===== config.mk =====
export PLATFORM = sky130hd
export DESIGN_NAME = flash_poll_ctrl
export DESIGN_NICKNAME = d
export VERILOG_FILES = /design/src/rtl/flash_poll_pkg.sv /design/src/rtl/poll_start_delay.sv /design/src/rtl/poll_read_port.sv /design/src/rtl/poll_status_eval.sv /design/src/rtl/poll_limit_cnt.sv /design/src/rtl/flash_poll_ctrl.sv
export SDC_FILE = /design/constraint.sdc
export NUM_CORES = 1
export LEC_CHECK = 0
export BUFFER_PORTS_ARGS = -buffer_cell sky130_fd_sc_hd__clkbuf_2
export CORE_MARGIN = 1
export CORE_UTILIZATION = 38
export DETAILED_ROUTE_END_ITERATION = 7
export PLACE_DENSITY = 0.62
export SLEW_MARGIN = 10
export SYNTH_ARGS = -nofsm -noshare
export SYNTH_HDL_FRONTEND = slang
export SYNTH_HIERARCHICAL = 1
export SYNTH_SLANG_ARGS = --single-unit
export TNS_END_PERCENT = 1

===== constraint.sdc =====
create_clock -name clk_i -period 3.8 [get_ports clk_i]
set_clock_uncertainty 0.05 [all_clocks]
set_input_delay 0 -clock clk_i [delete_from_list [all_inputs] [get_ports clk_i]]
set_output_delay 0 -clock clk_i [all_outputs]
set_load 0.005 [all_outputs]

===== src/rtl/flash_poll_pkg.sv =====
package flash_poll_pkg;
  localparam int unsigned FLAG_BIT = 7;
  localparam int unsigned TOG_BIT  = 6;

  typedef enum logic [2:0] {
    ST_IDLE,
    ST_WAIT,
    ST_RD_POLL,
    ST_EV_POLL,
    ST_RD_CONF,
    ST_EV_CONF,
    ST_DONE,
    ST_TMO
  } poll_state_e;
endpackage


===== src/rtl/poll_start_delay.sv =====
module poll_start_delay #(
  parameter int unsigned GAP = 4
) (
  input  logic clk_i,
  input  logic rst_ni,
  input  logic load_i,
  input  logic run_i,
  output logic expired_o
);
  localparam int unsigned W = $clog2(GAP + 2);
  localparam logic [W-1:0] GAP_V = W'(GAP);

  logic [W-1:0] cnt_q;

  always_ff @(posedge clk_i or negedge rst_ni) begin
    if (!rst_ni)                  cnt_q <= '0;
    else if (load_i)              cnt_q <= GAP_V;
    else if (run_i && cnt_q != 0) cnt_q <= cnt_q - 1'b1;
  end

  assign expired_o = (cnt_q == '0);

  AST_GAP_NO_JUMP: assert property (@(posedge clk_i) disable iff (!rst_ni)
    (!load_i && !expired_o) |=> (cnt_q <= $past(cnt_q))) else $error("gap counter grew");
endmodule


===== src/rtl/poll_read_port.sv =====
module poll_read_port #(
  parameter int unsigned DATA_W = 8
) (
  input  logic              clk_i,
  input  logic              rst_ni,
  input  logic              clr_i,
  input  logic              en_i,
  input  logic              ack_i,
  input  logic [DATA_W-1:0] data_i,
  output logic              req_o,
  output logic              got_o,
  output logic [DATA_W-1:0] byte_o,
  output logic              prev_tog_o,
  output logic              prev_vld_o
);
  import flash_poll_pkg::*;

  logic [DATA_W-1:0] byte_q;
  logic              have_q, prev_vld_q, prev_tog_q;

  assign req_o = en_i;
  assign got_o = en_i && ack_i;

  always_ff @(posedge clk_i or negedge rst_ni) begin
    if (!rst_ni) begin
      byte_q     <= '0;
      have_q     <= 1'b0;
      prev_vld_q <= 1'b0;
      prev_tog_q <= 1'b0;
    end else if (clr_i) begin
      have_q     <= 1'b0;
      prev_vld_q <= 1'b0;
    end else if (got_o) begin
      byte_q     <= data_i;
      prev_tog_q <= byte_q[TOG_BIT];
      prev_vld_q <= have_q;
      have_q     <= 1'b1;
    end
  end

  assign byte_o     = byte_q;
  assign prev_tog_o = prev_tog_q;
  assign prev_vld_o = prev_vld_q;

  AST_REQ_HOLD: assert property (@(posedge clk_i) disable iff (!rst_ni)
    (req_o && !ack_i) |=> req_o) else $error("request dropped before ack");
endmodule


===== src/rtl/poll_status_eval.sv =====
module poll_status_eval #(
  parameter int unsigned DATA_W = 8
) (
  input  logic [DATA_W-1:0] byte_i,
  input  logic [DATA_W-1:0] exp_i,
  input  logic              erase_i,
  input  logic              toggle_mode_i,
  input  logic              prev_tog_i,
  input  logic              prev_vld_i,
  output logic              complete_o
);
  import flash_poll_pkg::*;

  logic flag_ok, tog_ok;

  always_comb begin
    flag_ok    = erase_i ? byte_i[FLAG_BIT] : (byte_i[FLAG_BIT] == exp_i[FLAG_BIT]);
    tog_ok     = prev_vld_i && (byte_i[TOG_BIT] == prev_tog_i);
    complete_o = toggle_mode_i ? tog_ok : flag_ok;
  end
endmodule


===== src/rtl/poll_limit_cnt.sv =====
module poll_limit_cnt #(
  parameter int unsigned CNT_W = 16
) (
  input  logic             clk_i,
  input  logic             rst_ni,
  input  logic             clr_i,
  input  logic             inc_i,
  input  logic [CNT_W-1:0] limit_i,
  output logic [CNT_W-1:0] count_o,
  output logic             reached_o
);
  localparam logic [CNT_W-1:0] CNT_MAX = '1;

  logic [CNT_W-1:0] cnt_q;

  always_ff @(posedge clk_i or negedge rst_ni) begin
    if (!rst_ni)                       cnt_q <= '0;
    else if (clr_i)                    cnt_q <= '0;
    else if (inc_i && cnt_q != CNT_MAX) cnt_q <= cnt_q + 1'b1;
  end

  assign count_o   = cnt_q;
  assign reached_o = (cnt_q >= limit_i);

  AST_CNT_NO_WRAP: assert property (@(posedge clk_i) disable iff (!rst_ni)
    (!clr_i && $past(!clr_i)) |-> (cnt_q >= $past(cnt_q))) else $error("read count wrapped");
endmodule


===== src/rtl/flash_poll_ctrl.sv =====
module flash_poll_ctrl #(
  parameter int unsigned DATA_W    = 8,
  parameter int unsigned ADDR_W    = 24,
  parameter int unsigned CNT_W     = 16,
  parameter int unsigned START_GAP = 4
) (
  input  logic              clk_i,
  input  logic              rst_ni,
  input  logic              start_i,
  input  logic              op_erase_i,
  input  logic              mode_toggle_i,
  input  logic [DATA_W-1:0] exp_data_i,
  input  logic [ADDR_W-1:0] poll_addr_i,
  input  logic [CNT_W-1:0]  max_polls_i,
  output logic              rd_req_o,
  output logic [ADDR_W-1:0] rd_addr_o,
  input  logic [DATA_W-1:0] rd_data_i,
  input  logic              rd_ack_i,
  output logic              busy_o,
  output logic              done_o,
  output logic              timeout_o,
  output logic              error_o,
  output logic [DATA_W-1:0] data_o
);
  import flash_poll_pkg::*;

  poll_state_e       state_q, state_d;
  logic              erase_q, toggle_q, err_q;
  logic [DATA_W-1:0] exp_q, data_q;
  logic [ADDR_W-1:0] addr_q;
  logic [CNT_W-1:0]  max_q;

  logic              accept, gap_done, rd_en, got;
  logic [DATA_W-1:0] rd_byte;
  logic              prev_tog, prev_vld, complete;
  logic [CNT_W-1:0]  rd_count;
  logic              at_limit;

  assign busy_o = !(state_q inside {ST_IDLE, ST_DONE, ST_TMO});
  assign accept = start_i && !busy_o;
  assign rd_en  = (state_q == ST_RD_POLL) || (state_q == ST_RD_CONF);

  poll_start_delay #(.GAP(START_GAP)) u_gap (
    .clk_i, .rst_ni,
    .load_i    (accept),
    .run_i     (state_q == ST_WAIT),
    .expired_o (gap_done)
  );

  poll_read_port #(.DATA_W(DATA_W)) u_rd (
    .clk_i, .rst_ni,
    .clr_i      (accept),
    .en_i       (rd_en),
    .ack_i      (rd_ack_i),
    .data_i     (rd_data_i),
    .req_o      (rd_req_o),
    .got_o      (got),
    .byte_o     (rd_byte),
    .prev_tog_o (prev_tog),
    .prev_vld_o (prev_vld)
  );

  poll_status_eval #(.DATA_W(DATA_W)) u_eval (
    .byte_i        (rd_byte),
    .exp_i         (exp_q),
    .erase_i       (erase_q),
    .toggle_mode_i (toggle_q),
    .prev_tog_i    (prev_tog),
    .prev_vld_i    (prev_vld),
    .complete_o    (complete)
  );

  poll_limit_cnt #(.CNT_W(CNT_W)) u_cnt (
    .clk_i, .rst_ni,
    .clr_i     (accept),
    .inc_i     (got),
    .limit_i   (max_q),
    .count_o   (rd_count),
    .reached_o (at_limit)
  );

  always_comb begin
    state_d = state_q;
    unique case (state_q)
      ST_IDLE, ST_DONE, ST_TMO: if (start_i) state_d = ST_WAIT;
      ST_WAIT:    if (gap_done) state_d = ST_RD_POLL;
      ST_RD_POLL: if (got)      state_d = ST_EV_POLL;
      ST_EV_POLL: state_d = complete ? ST_RD_CONF : (at_limit ? ST_TMO : ST_RD_POLL);
      ST_RD_CONF: if (got)      state_d = ST_EV_CONF;
      ST_EV_CONF: state_d = complete ? ST_DONE : (at_limit ? ST_TMO : ST_RD_POLL);
      default:    state_d = ST_IDLE;
    endcase
  end

  always_ff @(posedge clk_i or negedge rst_ni) begin
    if (!rst_ni) begin
      state_q  <= ST_IDLE;
      erase_q  <= 1'b0;
      toggle_q <= 1'b0;
      exp_q    <= '0;
      addr_q   <= '0;
      max_q    <= '0;
      data_q   <= '0;
      err_q    <= 1'b0;
    end else begin
      state_q <= state_d;
      if (accept) begin
        erase_q  <= op_erase_i;
        toggle_q <= mode_toggle_i;
        exp_q    <= exp_data_i;
        addr_q   <= poll_addr_i;
        max_q    <= max_polls_i;
        data_q   <= '0;
        err_q    <= 1'b0;
      end else if (state_q == ST_EV_CONF && complete) begin
        data_q <= rd_byte;
        err_q  <= !erase_q && (rd_byte != exp_q);
      end
    end
  end

  assign rd_addr_o = addr_q;
  assign done_o    = (state_q == ST_DONE);
  assign timeout_o = (state_q == ST_TMO);
  assign error_o   = err_q;
  assign data_o    = data_q;

  AST_NO_REQ_IDLE: assert property (@(posedge clk_i) disable iff (!rst_ni)
    !busy_o |-> !rd_req_o) else $error("read while idle");
  AST_ADDR_STABLE: assert property (@(posedge clk_i) disable iff (!rst_ni)
    (busy_o && $past(busy_o)) |-> $stable(rd_addr_o)) else $error("address moved");
  AST_TMO_AT_LIMIT: assert property (@(posedge clk_i) disable iff (!rst_ni)
    $rose(timeout_o) |-> (rd_count >= max_q)) else $error("early timeout");
  AST_ERR_WITH_DONE: assert property (@(posedge clk_i) disable iff (!rst_ni)
    error_o |-> done_o) else $error("error without done");
  AST_FLAGS_EXCL: assert property (@(posedge clk_i) disable iff (!rst_ni)
    !(done_o && timeout_o)) else $error("done and timeout together");
  AST_DONE_HOLD: assert property (@(posedge clk_i) disable iff (!rst_ni)
    (done_o && !start_i) |=> done_o) else $error("done dropped");
endmodule


==> flow_summary_export.csv <==
group,metric,value,unit
synthesis,synth-edff-count,0,
sta,min_period,2.61,ns
clock_tree,postCtsSetupBuffers,0,
cells_and_area,layout-drive-gt1-share,0.342,
worst_setup_path,end_kind,"flop",
grt,overflow,0,
grt,grt_max_degree,57,
sta,setup_viol,0,
drt,first_pass_iters,6,
worst_setup_path,crit_top_cell,"nor2_1",
sta,slew_viol_final,0,
clock_tree,cts_tree,"yes",
die,io_pins,99,
synthesis,syn-instance-count,402,
die,rows,39,
synthesis,yosysSeqAreaShare,0.501,
synthesis,ys.flop_type,"dfrtp_1",
sta,slew_headroom,0.361,
power,clock_power_share,0.220,
grt,grt_use_total,0.176,
synthesis,synth.avg_cell_area,11.4,µm²
drt,viasPerCell,4.98,
synthesis,synth.distinct_cells,54,
power,switchingPower,1400,µW
synthesis,synth_area_leaders,"dfrtp_1 (50%), mux2_2 (14%), ha_1 (5.2%)",
die,core_region_area,11600,µm²
run_status,failed_checks,"DRC",
drt,drc,4,
worst_setup_path,worst_ep_arrival_time,2.81,ns
worst_setup_path,worstPathRequired,4.00,ns
drt,ant_nets,0,
cells_and_area,final_cells,707,
worst_setup_path,crit_chain,"xnor2_1, nor2_1, and2_2, nand4_1, nor4_1, nor2_1, a211oi_1",
grt,grt_pass1_wl,17.4,mm
power,p_seq_frac,0.404,
grt,antenna_found_initial,0,
worst_setup_path,slowest_delay,0.66,ns
sta,fin_crit_sh,0.686,
clock_tree,cts_buffers,9,
sta,rsz0062_at_grt,"no",
die,die_area,12500,µm²
die,initial_core_util,0.396,
drt,wl_per_cell,14.5,µm
run_status,status,"finished, violations left",
synthesis,ys_ff_latch,92,
sta,max_freq,0.383,GHz
drt,drtIter0Drc,143,
grt,grt_pass1_vias,3752,
drt,finalWirelength,10.2,mm
synthesis,netlist.top_cell.by_area,"dfrtp_1",
die,die_h,112,µm
sta,worst_pin_slew,0.950,ns
worst_setup_path,critical_path_class,"flop to flop",
cells_and_area,layout.nets,640,
cells_and_area,n_antenna_cell,0,
worst_setup_path,worst_setup_path_start_kind,"flop",
synthesis,synthArstFlopShare,1.00,
placement,place.gp.congestion,0.836,
worst_setup_path,critPathSlowestCell,"dfrtp_1",
power,ir_drop,0.485,mV
placement,dp_hpwl,6.67,mm
drt,vias,3519,
power,switching_share,0.334,
clock_tree,cts_sinks,92,
power,cellPowerDensity,685,nW/µm²
flow_run,maxCapViolCount,0,
clock_tree,clkTransAtPathRegs,0.06,ns
power,intPower,2790,µW
synthesis,yosysWarnings,6,
synthesis,synth_top_area_share,0.501,
sta,finalHoldViolCount,0,
synthesis,synth_area,4600,µm²
placement,dp_cells,629,
clock_tree,insertion_delay,0.35,ns
clock_tree,cts.root.buffer_cell,"clkbuf_16",
power,p_comb_frac,0.375,
clock_tree,clockBufferDepth,2,
sta,fin_setup_tns,0,ns
synthesis,syn_nets,483,
die,die_w,112,µm
power,p_leak,0.00285,µW
worst_setup_path,critPathMaxFanout,18,
placement,io_buffers,98,
worst_hold_path,worst_hold_path_type,"input port to async pin",
sta,whs,0.196,ns
cells_and_area,areaGrowthSynthToFinish,33.2,%
clock_tree,htree_levels,3,
==> cell families after synthesis <==
family | synth area share
buffers and inverters | 0.0416
adder cells (fa/ha/maj) | 0.0517
AND/OR/NAND/NOR | 0.142
AO/OA/AOI/OAI | 0.0806
XOR/XNOR | 0.0248
flip-flops | 0.501
multiplexers | 0.159
==> Yosys cell counts (2+ instances only) <==
master and count:
a211oi_1 4, a21oi_1 26, and2_2 2, and2b_4 2
and3_1 4, and4_1 4, buf_2 2, buf_4 6
buf_6 2, clkbuf_1 5, dfrtp_1 92, ha_1 19
inv_1 23, mux2_2 59, mux2i_1 4, nand2_1 30
nand2b_1 4, nand3_1 4, nand4_1 9, nor2_1 23
nor2b_1 5, nor3_1 6, nor4_1 3, o211ai_1 2
o21a_1 2, o21ai_0 10, o311ai_0 2, o31ai_1 5
or3_1 4, or4_1 4, xnor2_1 11, xor2_1 2
==> sequential cells by signal, indices dropped and copies added (netlist names), 3 cells and up <==
signal,flops
exp_q,8
u_cnt/count_o,16
u_gap/cnt_q,3
rd_addr_o,24
state_q,3
max_q,16
u_rd/byte_o,8
data_o,8
==> timing repair <==
item	in CTS	in global routing
hold buffers	62	0
resized for setup	0	0
endpoints found under the hold margin	116	0
==> cell type report <==
| type | count | area [µm²] |
|---|---|---|
| clock inverter | 6 | 71.3 |
| fill | 1029 | 5490 |
| inverter | 23 | 86.3 |
| sequential | 92 | 2300 |
| tap | 143 | 179 |
| multi-input combinational | 270 | 2110 |
| clock buffer | 10 | 239 |
| timing repair buffer | 163 | 1140 |
==> critical path: cells and delay by family (launching register included) <==
family,cells,cell delay [ns]
simple gates,5,1.47
flops,1,0.66
compound gates,1,0.21
xor+xnor,1,0.11
==> final timing paths <==
path	from	slack (ns)	cells past startpoint	endpoint
max	state_q[2]	1.19	7	u_cnt/count_o[14]
min	rst_ni	0.20	2	max_q[10]
max reg2reg	state_q[2]	1.19	7	u_cnt/count_o[14]
min reg2reg	u_rd/have_q	0.45	2	u_rd/have_q
max in group asynchronous	rst_ni	2.54	3	exp_q[7]
min in group clk_i	poll_addr_i[15]	0.37	3	rd_addr_o[15]
==> power groups by stage <==
| stage | combinational [µW] | clock (µW) | sequential (µW) |
|---|---|---|---|
| after detailed placement | 1520 | 0 | 1700 |
| after CTS | 1590 | 956 | 1690 |
| after global placement | 1480 | 0 | 1690 |
| after floorplan | 1150 | 0 | 1620 |
| final | 1570 | 924 | 1690 |
| after global routing | 1760 | 994 | 1750 |
==> placed cells by master (no fill, tap or decap), types with 11 or more instances in the layout <==
cell           instances
a21oi_1               26
clkbuf_2              97
dfrtp_1               92
dlygate4sd3_1         62
ha_1                  19
inv_1                 23
mux2_2                59
nand2_1               30
nor2_1                23
xnor2_1               11
==> through the flow <==
step / util / power, µW / worst slack, ns / area (µm²)
5_1_grt: 0.527 / 4510 / 0.912 / 6120
3_5_place_dp: 0.447 / 3230 / 1.24 / 5190
2_1_floorplan: - / 2780 / 1.43 / 4600
4_1_cts: 0.527 / 4240 / 1.22 / 6120
6_report: 0.527 / 4190 / 1.19 / 6120
3_3_place_gp: 0.447 / 3170 / 1.36 / 5190
==> metal layers <==
metal	GRT usage	routed length (µm)	vias up
met5	0	0	-
met4	0.0569	144	0
met3	0.0604	616	12
met2	0.306	5090	93
met1	0.203	4380	1666
li1	-	-	1748
(Power assumes the default switching activity.)
